`src/rtl/hs_pkg.sv`:
```
package hs_pkg;
  typedef enum logic {
    OCC_EMPTY = 1'b0,
    OCC_FULL  = 1'b1
  } occ_e;
endpackage

```
`src/rtl/hs_rx_side.sv`:
```
module hs_rx_side #(
  parameter int unsigned DATA_W = 37
) (
  input  logic              clk_i,
  input  logic              rst_ni,
  input  logic              req_i,
  input  logic [DATA_W-1:0] data_i,
  input  logic              full_i,
  output logic              ack_o,
  output logic              accept_o,
  output logic [DATA_W-1:0] hold_o
);
  logic              ack_q;
  logic [DATA_W-1:0] hold_q;

  assign accept_o = req_i & ~ack_q & ~full_i;

  always_ff @(posedge clk_i or negedge rst_ni) begin
    if (!rst_ni) begin
      ack_q  <= 1'b1;
      hold_q <= '0;
    end else begin
      // return-to-zero first, then the transfer event
      if (!req_i && ack_q) ack_q <= 1'b0;
      if (accept_o) begin
        ack_q  <= 1'b1;
        hold_q <= data_i;
      end
    end
  end

  assign ack_o  = ack_q;
  assign hold_o = hold_q;
endmodule

```
`src/rtl/hs_tx_side.sv`:
```
module hs_tx_side #(
  parameter int unsigned DATA_W = 37
) (
  input  logic              clk_i,
  input  logic              rst_ni,
  input  logic              ack_i,
  input  logic              full_i,
  input  logic [DATA_W-1:0] hold_i,
  output logic              req_o,
  output logic              emit_o,
  output logic [DATA_W-1:0] data_o
);
  logic              req_q;
  logic [DATA_W-1:0] data_q;

  assign emit_o = ~req_q & ~ack_i & full_i;

  always_ff @(posedge clk_i or negedge rst_ni) begin
    if (!rst_ni) begin
      req_q  <= 1'b0;
      data_q <= '0;
    end else begin
      if (req_q && ack_i) req_q <= 1'b0;
      if (emit_o) begin
        req_q  <= 1'b1;
        data_q <= hold_i;
      end
    end
  end

  assign req_o  = req_q;
  assign data_o = data_q;
endmodule

```
`src/rtl/hs_occ_flag.sv`:
```
module hs_occ_flag
  import hs_pkg::*;
#(
  parameter bit FULL_INIT = 1'b0
) (
  input  logic clk_i,
  input  logic rst_ni,
  input  logic fill_i,
  input  logic drain_i,
  output logic full_o
);
  localparam occ_e INIT_STATE = FULL_INIT ? OCC_FULL : OCC_EMPTY;
  occ_e occ_q;

  // fixed order, later write wins
  always_ff @(posedge clk_i or negedge rst_ni) begin
    if (!rst_ni) begin
      occ_q <= INIT_STATE;
    end else begin
      if (fill_i)  occ_q <= OCC_FULL;
      if (drain_i) occ_q <= OCC_EMPTY;
    end
  end

  assign full_o = (occ_q == OCC_FULL);
endmodule

```
`src/rtl/hs_xfer_stage.sv`:
```
module hs_xfer_stage #(
  parameter int unsigned DATA_W    = 37,
  parameter bit          FULL_INIT = 1'b0
) (
  input  logic              clk_i,
  input  logic              rst_ni,
  input  logic              in_req_i,
  input  logic [DATA_W-1:0] in_data_i,
  output logic              in_ack_o,
  output logic              out_req_o,
  output logic [DATA_W-1:0] out_data_o,
  input  logic              out_ack_i
);
  logic              full;
  logic              accept;
  logic              emit;
  logic [DATA_W-1:0] hold;

  hs_rx_side #(.DATA_W(DATA_W)) u_rx (
    .clk_i    (clk_i),
    .rst_ni   (rst_ni),
    .req_i    (in_req_i),
    .data_i   (in_data_i),
    .full_i   (full),
    .ack_o    (in_ack_o),
    .accept_o (accept),
    .hold_o   (hold)
  );

  hs_occ_flag #(.FULL_INIT(FULL_INIT)) u_occ (
    .clk_i   (clk_i),
    .rst_ni  (rst_ni),
    .fill_i  (accept),
    .drain_i (emit),
    .full_o  (full)
  );

  hs_tx_side #(.DATA_W(DATA_W)) u_tx (
    .clk_i  (clk_i),
    .rst_ni (rst_ni),
    .ack_i  (out_ack_i),
    .full_i (full),
    .hold_i (hold),
    .req_o  (out_req_o),
    .emit_o (emit),
    .data_o (out_data_o)
  );
endmodule

```
`config.mk`:
```
export PLATFORM = sky130hd
export DESIGN_NAME = hs_xfer_stage
export DESIGN_NICKNAME = d
export VERILOG_FILES = /design/src/rtl/hs_pkg.sv /design/src/rtl/hs_rx_side.sv /design/src/rtl/hs_tx_side.sv /design/src/rtl/hs_occ_flag.sv /design/src/rtl/hs_xfer_stage.sv
export SDC_FILE = /design/constraint.sdc
export NUM_CORES = 1
export LEC_CHECK = 0
export BUFFER_PORTS_ARGS = -buffer_cell sky130_fd_sc_hd__buf_2
export CORE_ASPECT_RATIO = 0.75
export CORE_MARGIN = 3
export CORE_UTILIZATION = 34
export CTS_CLUSTER_SIZE = 30
export DETAILED_ROUTE_END_ITERATION = 7
export PLACE_DENSITY = 0.52
export SETUP_SLACK_MARGIN = 0.3
export SYNTH_ARGS = -nofsm -noshare
export SYNTH_HDL_FRONTEND = slang
export SYNTH_HIERARCHICAL = 1
export SYNTH_SLANG_ARGS = --single-unit
```
`constraint.sdc`:
```
create_clock -name clk_i -period 3 [get_ports clk_i]
set_input_delay 0.15 -clock clk_i [delete_from_list [all_inputs] [get_ports clk_i]]
set_output_delay 0.15 -clock clk_i [all_outputs]
set_load 0.01 [all_outputs]
```
==> flow_summary.toml, run 1 <==
[run_status]
status = "finished with violations"
violations = "negative hold slack"

[detailed_routing]
antenna_left = 0
drc = 0
drtIter0Drc = 51
wl_um = 5570
viasPerCell = 4.52
dr_total_vias = 1647
dr.pass1.iters = 3
wl_per_cell_um = 15.3

[worst_setup_path]
critPathArrivalTime_ns = 1.93
start_kind = "register"
critPathKind = "register to register"
cp-end-kind = "register"
critical_path.max_fanout = 38
required_ns = 3.21

[min_path]
min_path_type = "primary input to asynchronous set/reset pin"

[layout]
drive_gt1_frac = 0.676
ff_latch_area_um2 = 1930
nNetsFinal = 292
fin_cells = 364
num_antenna_cells = 0
area_growth_pct = 25.8
nFillCells = 797
fin_area_um2 = 3870
multi_input_area_um2 = 1040

[clocking]
cts_inserted_buffers = 9
cts_resized = 0
post_cts_buffers = 0
insertion_delay_ns = 0.33
cts_tree = "done"
path_clk_slew_ns = 0.06
clockRootBuffer = "clkbuf_16"
cts_num_sinks = 77
h-tree-depth = 3
postCtsHoldBufs = 0
clk_path_buf_depth = 2

[timing]
worstMarginPinSlew_ns = 0.962
hold_viol = 40
min_period_ns = 1.72
rsz0062_at_grt = "no"
fin_skew_ns = 0.00521
setup_viol = 0
holdWs_ns = -0.0273
max_freq_ghz = 0.581
drv_slew = 0
tns_ns = 0
maxSlewHeadroom = 0.359
fin_crit_sh = 0.574

[power]
pwr_density_cell_nw_per_um2 = 1170
peakVddDrop_mv = 0.586
leakage_nw = 1.85

[yosys]
yosys-top-cells-area = "dfrtp_1 (62%), mux2_4 (19%), mux2_2 (13%), buf_12 (2.6%), dfstp_2 (0.85%)"
syn_inst = 166
syn_avg_cell_area_um2 = 18.5
ys_warn_count = 6
synth_common_cells = "dfrtp_1 (76), mux2_4 (38), mux2_2 (36)"
yosys_most_used_dff = "dfrtp_1"
syn_nets = 207
netlist_area_um2 = 3080
synth_cell_types = 12
ys_async_sr_fraction = 1.00
synth_edf_count = 0
seq_area_frac_synth = 0.627
synth.largest_area_cell = "dfrtp_1"
synth_most_common_cell = "dfrtp_1"
ys_ff_latch = 77
yosys.area.top_type_share = 0.618

[placed_design]
port_buffers = 79
dp_hpwl_um = 3470
postPlaceCellArea_um2 = 3530
dp_cells = 348
place.gp.congestion = 0.755

[grt]
grt_max_degree = 78
gr-total-overflow = 0
grt_use_total = 0.121
antenna_found_initial = 0
grt_pass1_wl_um = 9220
grt_pass1_vias = 1783

[floorplan]
dieHeight_um = 88.4
num_io_pins = 80
rows = 29
fp.dieArea_um2 = 10200
coreArea_um2 = 8640
start_util = 0.356
die_x_um = 116

[run]
max_cap_viol_count = 0
-- critical path, cell delays in order, from the launching register on --
cell	delay (ns)
dfrtp_1	0.44
nor3b_4	0.21
buf_4	0.54
mux2_2	0.41
-- state kept, by name (all words and copies together), names as in the netlist --
name,count
u_tx/req_o,1
u_rx/ack_o,1
u_occ/full_o,1
u_rx/hold_o,37
u_tx/data_o,37
-- cell usage in the layout, fill, tap and decap left out, drive strengths merged --
cell | Yosys | final
a21boi | 1 | 1
dfrtp | 76 | 76
o21ba | 1 | 1
dfstp | 1 | 1
nor2 | 2 | 2
inv | 1 | 1
bufinv | 0 | 3
clkbuf | 0 | 12
mux2 | 74 | 74
nor3b | 2 | 2
buf | 8 | 82
clkinv | 0 | 1
-- per-layer routing --
metal / part of all wire / global-route usage
met1: 0.48 / 0.162
met2: 0.43 / 0.169
met3: 0.076 / 0.0608
met4: 0.016 / 0.0443
met5: 0 / 0
-- kinds of logic (layout without fill, tap and decap cells) --
logic type,after synthesis,after routing,share of synthesized area
flops,77,77,0.627
mux,74,74,0.317
compound gates,2,2,0.00570
simple gates,4,4,0.0106
buf+inv,9,99,0.0395
-- through the flow --
stage          utilization  power [mW]  setup slack (ns)
2_1_floorplan            -        2.89              1.64
3_3_place_gp         0.408        3.29              1.30
3_5_place_dp         0.408        3.32              1.26
4_1_cts              0.448        4.59              1.24
5_1_grt              0.448        4.83              1.18
6_report             0.448        4.51              1.28
-- power by group --
group | internal (mW) | switching (mW)
sequential | 1.57 | 0.280
clock | 0.834 | 0.396
combinational | 0.896 | 0.530
total | 3.30 | 1.21
-- cell type report --
type                       count  area share
sequential                    77       0.499
timing repair buffer          82       0.109
clock buffer                  12      0.0637
multi-input combinational     80       0.269
clock inverter                 4      0.0246
tap                          108      0.0349
inverter                       1    0.000971
-- worst paths after layout --
path,cells after the start,end,slack (ns),startpoint
worst max register to register,3,u_tx/data_o[9]$_DFFE_PN0P_,1.28,u_occ/full_o$_DFFE_PN0P_
min in group clk_i,2,u_tx/req_o$_DFFE_PN0P_,0.02,out_ack_i
worst min register to register,1,u_rx/hold_o[4]$_DFFE_PN0P_,0.50,u_rx/hold_o[4]$_DFFE_PN0P_
worst max-delay path,3,u_tx/data_o[9]$_DFFE_PN0P_,1.28,u_occ/full_o$_DFFE_PN0P_
worst min-delay path,1,u_rx/hold_o[35]$_DFFE_PN0P_,-0.03,rst_ni
max in group asynchronous,1,u_rx/hold_o[3]$_DFFE_PN0P_,2.41,rst_ni
Note: power is estimated with default switching activity, not from simulation.
==> run 2, diff against run 1 <==
--- a/config.mk
+++ b/config.mk
@@ -5,6 +5,7 @@
 export SDC_FILE = /design/constraint.sdc
 export NUM_CORES = 1
 export LEC_CHECK = 0
+export ABC_AREA = 1
 export BUFFER_PORTS_ARGS = -buffer_cell sky130_fd_sc_hd__buf_2
 export CORE_ASPECT_RATIO = 0.75
 export CORE_MARGIN = 3
==> constraint.sdc (replaced) <==
create_clock -name clk_i -period 1.8 [get_ports clk_i]
set_input_delay 0.09 -clock clk_i [delete_from_list [all_inputs] [get_ports clk_i]]
set_output_delay 0.09 -clock clk_i [all_outputs]
set_load 0.01 [all_outputs]
==> run 2 against run 1 <==
  * The flow now finishes without violations
  * Largest cell class unchanged
  * Hold slack better by 0.039 ns
  * Flip-flop and latch count is the same
  * Critical endpoint is now u_tx/data_o[15]$_DFFE_PN0P_
  * Worst setup slack worse by 0.82 ns
  * Design area up 1.7%
==> flow_summary.toml, run 2 <==
[timing]
worstMarginPinSlew_ns = 0.510
setup_viol = 0
drv_slew = 0
min_period_ns = 1.34
rsz0062_at_grt = "no"
holdWs_ns = 0.0116
setup_slack_ns = 0.461
fin_skew_ns = 0.00622
fin_crit_sh = 0.744
tns_ns = 0
max_freq_ghz = 0.747
hold_viol = 0
maxSlewHeadroom = 0.660

[layout]
num_antenna_cells = 0
mostFrequentLayoutCell = "nand2_1"
nNetsFinal = 457
final_cell_mix = "nand2_1 (151), buf_2 (78), dfrtp_1 (76), nand4_1 (37), nand3_1 (37)"
drive_gt1_frac = 0.257
nFillCells = 882
area_growth_pct = 24.6

[detailed_routing]
wl_um = 7880
dr_total_vias = 2552
dr.pass1.iters = 5
drtIter0Drc = 110
drc = 0
viasPerCell = 4.68
antenna_left = 0
wl_per_cell_um = 14.5

[clocking]
clockRootBuffer = "clkbuf_16"
path_clk_slew_ns = 0.06
insertion_delay_ns = 0.33
cts_tree = "done"
cts_resized = 0
cts_num_sinks = 77
h-tree-depth = 3
cts_inserted_buffers = 9
post_cts_buffers = 0
clk_path_buf_depth = 2

[grt]
grt_use_total = 0.167
grt_pass1_vias = 2634
grt_pass1_wl_um = 13300
grt_max_degree = 40
antenna_found_initial = 0
gr-total-overflow = 0

[floorplan]
start_util = 0.361
die_x_um = 117
num_io_pins = 80
dieHeight_um = 89.4
fp.dieArea_um2 = 10500
rows = 29
coreArea_um2 = 8740

[worst_setup_path]
critPathArrivalTime_ns = 1.56
required_ns = 2.02
start_kind = "primary input"
cp-end-kind = "register"
critical_path.max_fanout = 38
critPathKind = "primary input to register"

[yosys]
yosys-top-cells-area = "dfrtp_1 (60%), nand2_1 (18%), nand4_1 (7.3%), nand3_1 (6.0%), buf_6 (2.5%)"
synth_cell_types = 13
synth_common_cells = "nand2_1 (151), dfrtp_1 (76), nand3_1 (38)"
syn_nets = 381
yosys.area.top_type_share = 0.602
yosys_most_used_dff = "dfrtp_1"
netlist_area_um2 = 3160
synth.largest_area_cell = "dfrtp_1"
syn_inst = 340
synth_most_common_cell = "nand2_1"
ys_ff_latch = 77
synth_edf_count = 0
syn_avg_cell_area_um2 = 9.28
seq_area_frac_synth = 0.611
ys_warn_count = 6
ys_async_sr_fraction = 1.00

[placed_design]
place_ws_ns = 0.493
port_buffers = 79
place.gp.congestion = 0.705
dp_hpwl_um = 5030

[run_status]
status = "finished, final reports clean"

[min_path]
min_path_type = "primary input to register"

[power]
peakVddDrop_mv = 0.667
leakage_nw = 2.19
p_total_mw = 6.96
pwr_density_cell_nw_per_um2 = 1770

[run]
max_cap_viol_count = 0
==> run 2: cell count changes after synthesis, sizes merged, moves of 2 or more <==
cell,previous run,this run
nand2,0,151
nand4,0,37
inv,1,4
nor3b,2,0
nand3,0,38
buf,8,27
nor2,2,5
mux2,74,0
==> run 2: final timing paths <==
check / endpoint / startpoint / slack, ns / cells past startpoint
min: u_rx/hold_o[35]$_DFFE_PN0P_ / in_data_i[35] / 0.01 / 3
max reg2reg: u_occ/full_o$_DFFE_PN0P_ / u_occ/full_o$_DFFE_PN0P_ / 0.50 / 5
max: u_tx/data_o[15]$_DFFE_PN0P_ / out_ack_i / 0.46 / 7
min in group asynchronous: u_rx/hold_o[34]$_DFFE_PN0P_ / rst_ni / 0.27 / 2
min reg2reg: u_tx/data_o[17]$_DFFE_PN0P_ / u_tx/data_o[17]$_DFFE_PN0P_ / 0.46 / 2
max in group asynchronous: u_rx/hold_o[16]$_DFFE_PN0P_ / rst_ni / 0.88 / 3
==> run 2: kinds of logic after synthesis <==
group / after synthesis / synth area share
and+or+nand+nor: 231 / 0.320
buffers and inverters: 32 / 0.0694
DFF: 77 / 0.611
==> run 2: area by class of cell <==
class / instances / area (µm²) / share of cell area
Multi-Input combinational cell: 231 / 1020 / 0.259
Inverter: 4 / 15.0 / 0.00382
Clock inverter: 4 / 47.5 / 0.0121
Timing Repair Buffer: 93 / 520 / 0.132
Tap cell: 124 / 155 / 0.0395
Sequential cell: 77 / 1930 / 0.490
Clock buffer: 12 / 246 / 0.0627
==> run 2: critical path: stages <==
cell           delay (ns)
dlygate4sd3_1        0.53
buf_2                0.15
nor2_4               0.25
nand2_1              0.08
buf_4                0.27
nand2_1              0.11
nand2_1              0.05
==> run 2: where the power goes <==
group	leakage, nW	internal [mW]	switching (mW)
clock	0.143	1.11	0.683
combinational	1.08	0.800	1.44
sequential	0.967	2.51	0.418
==> run 2: what timing repair did <==
action                                  in CTS  in global routing
hold endpoints to repair                    36                  0
endpoints found under the setup margin       0                  0
hold buffers                                 2                  0
==> run 2: routing by layer <==
metal  GRT usage  wire, µm  vias up
met5           0         0        -
met4      0.0427        99        0
met3      0.0528       416       14
met2       0.255      3440       70
met1       0.232      3920     1203
li1            -         -     1265
==> run 2: through the flow <==
step	cells	util	cell area (µm²)
6_report	545	0.450	3930
3_3_place_gp	527	0.414	3620
2_1_floorplan	340	-	3160
4_1_cts	545	0.450	3930
5_1_grt	545	0.450	3930
3_5_place_dp	527	0.414	3620
